$ cat src/rtl/vbs_pkg.sv
package vbs_pkg;

  localparam int IND_W = 3;
  localparam logic [IND_W-1:0] IND_LOW  = '0;
  localparam logic [IND_W-1:0] IND_HIGH = '1;

  typedef enum logic [2:0] {
    ST_IDLE,
    ST_WRITE,
    ST_SETTLE,
    ST_DONE,
    ST_FAIL
  } state_t;

  typedef struct packed {
    logic loadInit;
    logic loadCnt;
    logic decCnt;
    logic stepDown;
    logic stepUp;
  } strobe_t;

endpackage

$ cat src/rtl/vbs_datapath.sv
module vbs_datapath
  import vbs_pkg::*;
#(
  parameter int VCO_W  = 2,
  parameter int BAND_W = 3,
  parameter int CNT_W  = 16
) (
  input  logic              clk,
  input  logic              rstN,
  input  strobe_t           strobe,
  input  logic [VCO_W-1:0]  initVco,
  input  logic [BAND_W-1:0] initBand,
  input  logic [CNT_W-1:0]  settleCycles,
  output logic [VCO_W-1:0]  vco,
  output logic [BAND_W-1:0] band,
  output logic              cntZero,
  output logic              atBottom,
  output logic              atTop,
  output logic              dirValid,
  output logic              dirUp
);

  localparam logic [VCO_W-1:0]  VCO_LO  = VCO_W'(1);
  localparam logic [VCO_W-1:0]  VCO_HI  = '1;
  localparam logic [BAND_W-1:0] BAND_LO = '0;
  localparam logic [BAND_W-1:0] BAND_HI = '1;

  logic [CNT_W-1:0] cnt;

  // selection register with carry between VCOs
  always_ff @(posedge clk or negedge rstN) begin
    if (!rstN) begin
      vco      <= VCO_LO;
      band     <= BAND_LO;
      dirValid <= 1'b0;
      dirUp    <= 1'b0;
    end else if (strobe.loadInit) begin
      vco      <= (initVco == '0) ? VCO_LO : initVco;
      band     <= initBand;
      dirValid <= 1'b0;
      dirUp    <= 1'b0;
    end else if (strobe.stepDown) begin
      if (band == BAND_LO) begin
        band <= BAND_HI;
        vco  <= vco - VCO_W'(1);
      end else begin
        band <= band - BAND_W'(1);
      end
      dirValid <= 1'b1;
      dirUp    <= 1'b0;
    end else if (strobe.stepUp) begin
      if (band == BAND_HI) begin
        band <= BAND_LO;
        vco  <= vco + VCO_W'(1);
      end else begin
        band <= band + BAND_W'(1);
      end
      dirValid <= 1'b1;
      dirUp    <= 1'b1;
    end
  end

  // settle counter
  always_ff @(posedge clk or negedge rstN) begin
    if (!rstN) begin
      cnt <= '0;
    end else if (strobe.loadCnt) begin
      cnt <= settleCycles;
    end else if (strobe.decCnt) begin
      cnt <= cnt - CNT_W'(1);
    end
  end

  assign cntZero  = (cnt == '0);
  assign atBottom = (vco == VCO_LO) && (band == BAND_LO);
  assign atTop    = (vco == VCO_HI) && (band == BAND_HI);

endmodule

$ cat src/rtl/vbs_control.sv
module vbs_control
  import vbs_pkg::*;
(
  input  logic             clk,
  input  logic             rstN,
  input  logic             start,
  input  logic [IND_W-1:0] lockInd,
  input  logic             cntZero,
  input  logic             atBottom,
  input  logic             atTop,
  input  logic             dirValid,
  input  logic             dirUp,
  output strobe_t          strobe,
  output logic             wrReq,
  output logic             done,
  output logic             fail
);

  state_t state, stateNext;

  always_ff @(posedge clk or negedge rstN) begin
    if (!rstN) state <= ST_IDLE;
    else       state <= stateNext;
  end

  always_comb begin
    stateNext = state;
    strobe    = '0;
    unique case (state)
      ST_IDLE, ST_DONE, ST_FAIL: begin
        if (start) begin
          strobe.loadInit = 1'b1;
          stateNext       = ST_WRITE;
        end
      end
      ST_WRITE: begin
        strobe.loadCnt = 1'b1;
        stateNext      = ST_SETTLE;
      end
      ST_SETTLE: begin
        if (!cntZero) begin
          strobe.decCnt = 1'b1;
        end else if (lockInd == IND_LOW) begin
          if (atBottom || (dirValid && dirUp)) begin
            stateNext = ST_FAIL;
          end else begin
            strobe.stepDown = 1'b1;
            stateNext       = ST_WRITE;
          end
        end else if (lockInd == IND_HIGH) begin
          if (atTop || (dirValid && !dirUp)) begin
            stateNext = ST_FAIL;
          end else begin
            strobe.stepUp = 1'b1;
            stateNext     = ST_WRITE;
          end
        end else begin
          stateNext = ST_DONE;
        end
      end
      default: stateNext = ST_IDLE;
    endcase
  end

  assign wrReq = (state == ST_WRITE);
  assign done  = (state == ST_DONE);
  assign fail  = (state == ST_FAIL);

endmodule

$ cat src/rtl/vco_band_search.sv
module vco_band_search
  import vbs_pkg::*;
#(
  parameter int VCO_W  = 2,
  parameter int BAND_W = 3,
  parameter int CNT_W  = 16
) (
  input  logic              clk,
  input  logic              rstN,
  input  logic              start,
  input  logic [VCO_W-1:0]  initVco,
  input  logic [BAND_W-1:0] initBand,
  input  logic [CNT_W-1:0]  settleCycles,
  input  logic [IND_W-1:0]  lockInd,
  output logic [VCO_W-1:0]  vcoSel,
  output logic [BAND_W-1:0] bandSel,
  output logic              wrReq,
  output logic              done,
  output logic              fail
);

  strobe_t strobe;
  logic    cntZero, atBottom, atTop, dirValid, dirUp;

  vbs_control i_control (
    .clk      (clk),
    .rstN     (rstN),
    .start    (start),
    .lockInd  (lockInd),
    .cntZero  (cntZero),
    .atBottom (atBottom),
    .atTop    (atTop),
    .dirValid (dirValid),
    .dirUp    (dirUp),
    .strobe   (strobe),
    .wrReq    (wrReq),
    .done     (done),
    .fail     (fail)
  );

  vbs_datapath #(
    .VCO_W  (VCO_W),
    .BAND_W (BAND_W),
    .CNT_W  (CNT_W)
  ) i_datapath (
    .clk          (clk),
    .rstN         (rstN),
    .strobe       (strobe),
    .initVco      (initVco),
    .initBand     (initBand),
    .settleCycles (settleCycles),
    .vco          (vcoSel),
    .band         (bandSel),
    .cntZero      (cntZero),
    .atBottom     (atBottom),
    .atTop        (atTop),
    .dirValid     (dirValid),
    .dirUp        (dirUp)
  );

endmodule

$ cat config.mk
export PLATFORM = sky130hd
export DESIGN_NAME = vco_band_search
export DESIGN_NICKNAME = d
export VERILOG_FILES = /design/src/rtl/vbs_pkg.sv /design/src/rtl/vbs_datapath.sv /design/src/rtl/vbs_control.sv /design/src/rtl/vco_band_search.sv
export SDC_FILE = /design/constraint.sdc
export NUM_CORES = 1
export LEC_CHECK = 0
export ABC_AREA = 1
export CAP_MARGIN = 5
export CORE_MARGIN = 2
export CORE_UTILIZATION = 30
export CTS_BUF_LIST = sky130_fd_sc_hd__clkbuf_8
export DETAILED_ROUTE_END_ITERATION = 12
export DONT_BUFFER_PORTS = 1
export PLACE_DENSITY = 0.54
export SLEW_MARGIN = 10
export SYNTH_ARGS = -nofsm -noshare
export SYNTH_HDL_FRONTEND = slang
export SYNTH_SLANG_ARGS = --single-unit
$ cat constraint.sdc
create_clock -name clk -period 4 [get_ports clk]
set_input_delay 1.2 -clock clk [delete_from_list [all_inputs] [get_ports clk]]
set_output_delay 1.2 -clock clk [all_outputs]
set_load 0.01 [all_outputs]
==> Flow_metrics.wiki <==
{| class="wikitable"
! Metric !! Value
|-
| Aggregate global routing overflow || 0
|-
| Clock Path Buffers || 2
|-
| CTS clock-pin slew for the worst setup and hold paths || 0.09 ns
|-
| Sequential fraction of the synthesis area || 0.329
|-
| Aggregate negative setup slack || 0 ns
|-
| Number of antenna violations at the first check in global routing || 0
|-
| Kind of start point of the critical path || register
|-
| Vias per Instance || 4.83
|-
| CTS tree || done
|-
| Pin count of the biggest net entering global routing || 30
|-
| Port bufs || 0
|-
| Initial Utilization || 0.310
|-
| Residual DRC count || 0
|-
| Core box area || 6390 um^2
|-
| Headroom to the max-slew limit || 0.628
|-
| Required time of the critical path || 2.80 ns
|-
| Clock tree root driver cell || sky130_fd_sc_hd__clkbuf_8
|-
| Mapped Area || 1980 um^2
|-
| Layout Nets || 329
|-
| Total iterations of the first detailed-routing run || 4
|-
| Post-CTS sizing || 0
|-
| Arrival @ worst endpoint || 1.59 ns
|-
| PwrDens || 807 nW/um^2
|-
| Setup violation total in the final timing report || 0
|-
| Worst VDD drop || 0.317 mV
|-
| WL final || 4680 um
|-
| Clock sink count || 26
|-
| Number of post-CTS setup repair buffers || 0
|-
| Gpl congestion || 0.833
|-
| Count of cell types in the netlist || 29
|-
| Fraction of final layout cells with drive strength greater than 1 || 0.0853
|-
| # fillers || 732
|-
| Synthesis-stage register bit count || 26
|-
| Antenna Cells || 0
|-
| Clock latency at the later pin of the worst-skew pair || 0.28 ns
|-
| Die X || 85.3 um
|-
| Routed wire length per instance || 12.7 um
|-
| Setup skew after layout || 0.00715 ns
|-
| Status || complete, no violations
|-
| Synthesized Nets || 329
|-
| Standard-cell rows || 29
|-
| Total number of vias || 1788
|-
| Total count of max-transition violations in the final report || 0
|-
| Max-cap violations || 0
|-
| Endpoint type of the worst setup path || primary output
|-
| Placed standard-cell area || 2050 um^2
|-
| Post-Synthesis Cells || 294
|-
| Worst Setup Path Type || reg2out
|-
| Ports || 35
|-
| CP max FO || 25
|-
| Setup repair after global routing missed its margin || false
|-
| Total clock buffers created by CTS || 3
|-
| Measured slew at the worst slew-check pin || 0.557 ns
|-
| Final instance area || 2090 um^2
|-
| 1st-iter DRT viols || 101
|-
| First-pass GRT wire length || 8170 um
|-
| Final period util || 0.698
|-
| Growth of design area from synthesis to finish || 5.49%
|-
| Mean post-synth cell area || 6.74 um^2
|-
| Total die area || 7270 um^2
|-
| Clock period minus final worst setup slack || 2.79 ns
|-
| Overall routing resource usage || 0.139
|-
| Die H || 85.3 um
|-
| Number of antenna-violating nets in the routed design || 0
|-
| Leakage component of the power || 1.02 nW
|-
| Hold Buf Count CTS || 0
|-
| Detailed placer's ending HPWL || 3600 um
|-
| Via count of the first global-routing pass || 1766
|-
| Min-delay worst type || reg2reg
|-
| # H-tree levels || 1
|-
| Warnings, synthesis || 0
|-
| FMAX || 358 MHz
|-
| Hold Fails Final Rpt || 0
|}
-- registers in the layout, summed over array words and instances, names as in the netlist --
name	count
i_datapath.dirValid	1
i_datapath.band	3
i_datapath.vco	2
i_control.state	3
i_datapath.dirUp	1
i_datapath.cnt	16
-- cell type report --
| cell class | instances | area [um^2] | area share |
|---|---|---|---|
| clock buffers | 3 | 41.3 | 0.0197 |
| inverters | 41 | 154 | 0.0736 |
| multi-input cells | 221 | 1140 | 0.543 |
| clock inverters | 1 | 3.75 | 0.00180 |
| repair buffers | 1 | 7.51 | 0.00359 |
| flip-flops and latches | 26 | 652 | 0.312 |
| well taps | 77 | 96.3 | 0.0461 |
-- where the power goes --
| part | internal [mW] | leakage, nW | switching [mW] |
|---|---|---|---|
| clock | 0.0691 | 0.0269 | 0.0901 |
| sequential | 0.396 | 0.318 | 0.137 |
| combinational | 0.359 | 0.679 | 0.636 |
-- layer usage --
metal	global-route usage	vias up	part of all wire
li1	-	940	-
met1	0.175	810	0.47
met2	0.234	32	0.46
met3	0.0379	6	0.054
met4	0.0361	0	0.014
met5	0	-	0
-- Yosys cell counts, drive strengths merged --
cell     n  area, um^2
dfrtp   25         626
inv     41         154
ha       8         100
a21boi   1        11.3
nand4    3        18.8
nor3     1        5.00
dfstp    1        26.3
or2      1        6.26
nand3   20         100
a31oi    2        12.5
nand3b   1        7.51
xor2     3        26.3
clkbuf   2        7.51
nor2    46         200
a21oi    7        35.0
buf      4        32.5
o211ai   6        45.0
nand2   84         335
o22ai    6        68.8
xnor2    1        8.76
o21ai   31         155
-- per-stage QoR --
stage / setup slack, ns / power [mW] / util / hold WS, ns / std cells
6_report: 1.21 / 1.69 / 0.327 / 0.536 / 370
4_1_cts: 1.19 / 1.70 / 0.327 / 0.539 / 370
5_1_grt: 1.05 / 1.90 / 0.327 / 0.557 / 370
3_5_place_dp: 1.50 / 1.54 / 0.320 / 0.523 / 366
2_1_floorplan: 1.80 / 1.37 / - / 0.490 / 294
3_3_place_gp: 1.53 / 1.54 / 0.320 / 0.522 / 366
-- worst max-delay path, cell delays in order, from the launching register on --
cell                      delay [ns]
sky130_fd_sc_hd__dfrtp_1        0.41
sky130_fd_sc_hd__inv_2          0.06
sky130_fd_sc_hd__nor2_1         0.12
sky130_fd_sc_hd__nand2_1        0.06
sky130_fd_sc_hd__buf_4          0.21
sky130_fd_sc_hd__inv_1          0.44
-- layout by cell type, fill, tap and decap left out, types with 2 or more instances in the layout --
| master | count |
|---|---|
| sky130_fd_sc_hd__a21oi_1 | 7 |
| sky130_fd_sc_hd__nand2_2 | 2 |
| sky130_fd_sc_hd__nand2_1 | 80 |
| sky130_fd_sc_hd__o211ai_1 | 6 |
| sky130_fd_sc_hd__o22ai_2 | 5 |
| sky130_fd_sc_hd__o21ai_0 | 25 |
| sky130_fd_sc_hd__inv_1 | 40 |
| sky130_fd_sc_hd__nor2_1 | 39 |
| sky130_fd_sc_hd__nand2_4 | 2 |
| sky130_fd_sc_hd__nor2_4 | 2 |
| sky130_fd_sc_hd__inv_2 | 2 |
| sky130_fd_sc_hd__xor2_1 | 3 |
| sky130_fd_sc_hd__a31oi_1 | 2 |
| sky130_fd_sc_hd__clkbuf_8 | 3 |
| sky130_fd_sc_hd__ha_1 | 8 |
| sky130_fd_sc_hd__nand4_1 | 3 |
| sky130_fd_sc_hd__nor2_2 | 5 |
| sky130_fd_sc_hd__nand3_1 | 20 |
| sky130_fd_sc_hd__dfrtp_1 | 25 |
| sky130_fd_sc_hd__o21ai_1 | 6 |
-- path summary, 6_finish.rpt --
path	start	to	slack, ns	cells after the start
worst max register to register	i_datapath.cnt[0]$_DFFE_PN0P_	i_datapath.cnt[5]$_DFFE_PN0P_	2.12	9
max in group asynchronous	rstN	i_datapath.vco[0]$_DFFE_PN1P_	3.22	0
worst max-delay path	i_control.state[0]$_DFFE_PN0P_	wrReq	1.21	5
min in group asynchronous	rstN	i_datapath.cnt[11]$_DFFE_PN0P_	0.60	0
worst min-delay path	i_datapath.vco[0]$_DFFE_PN1P_	i_datapath.vco[0]$_DFFE_PN1P_	0.54	2
worst min register to register	i_datapath.vco[0]$_DFFE_PN1P_	i_datapath.vco[0]$_DFFE_PN1P_	0.54	2
-- cells by family (layout without fill, tap and decap cells) --
group,count (synthesis),count (layout),share of synthesized area
DFF,26,26,0.329
and+or+nand+nor,156,156,0.340
buffers and inverters,47,46,0.0979
adders and majority gates,8,8,0.0505
AOI/OAI and AO/OA,53,53,0.165
xor gates and xnor gates,4,4,0.0177
No activity file was read; power rests on OpenSTA's default activity.
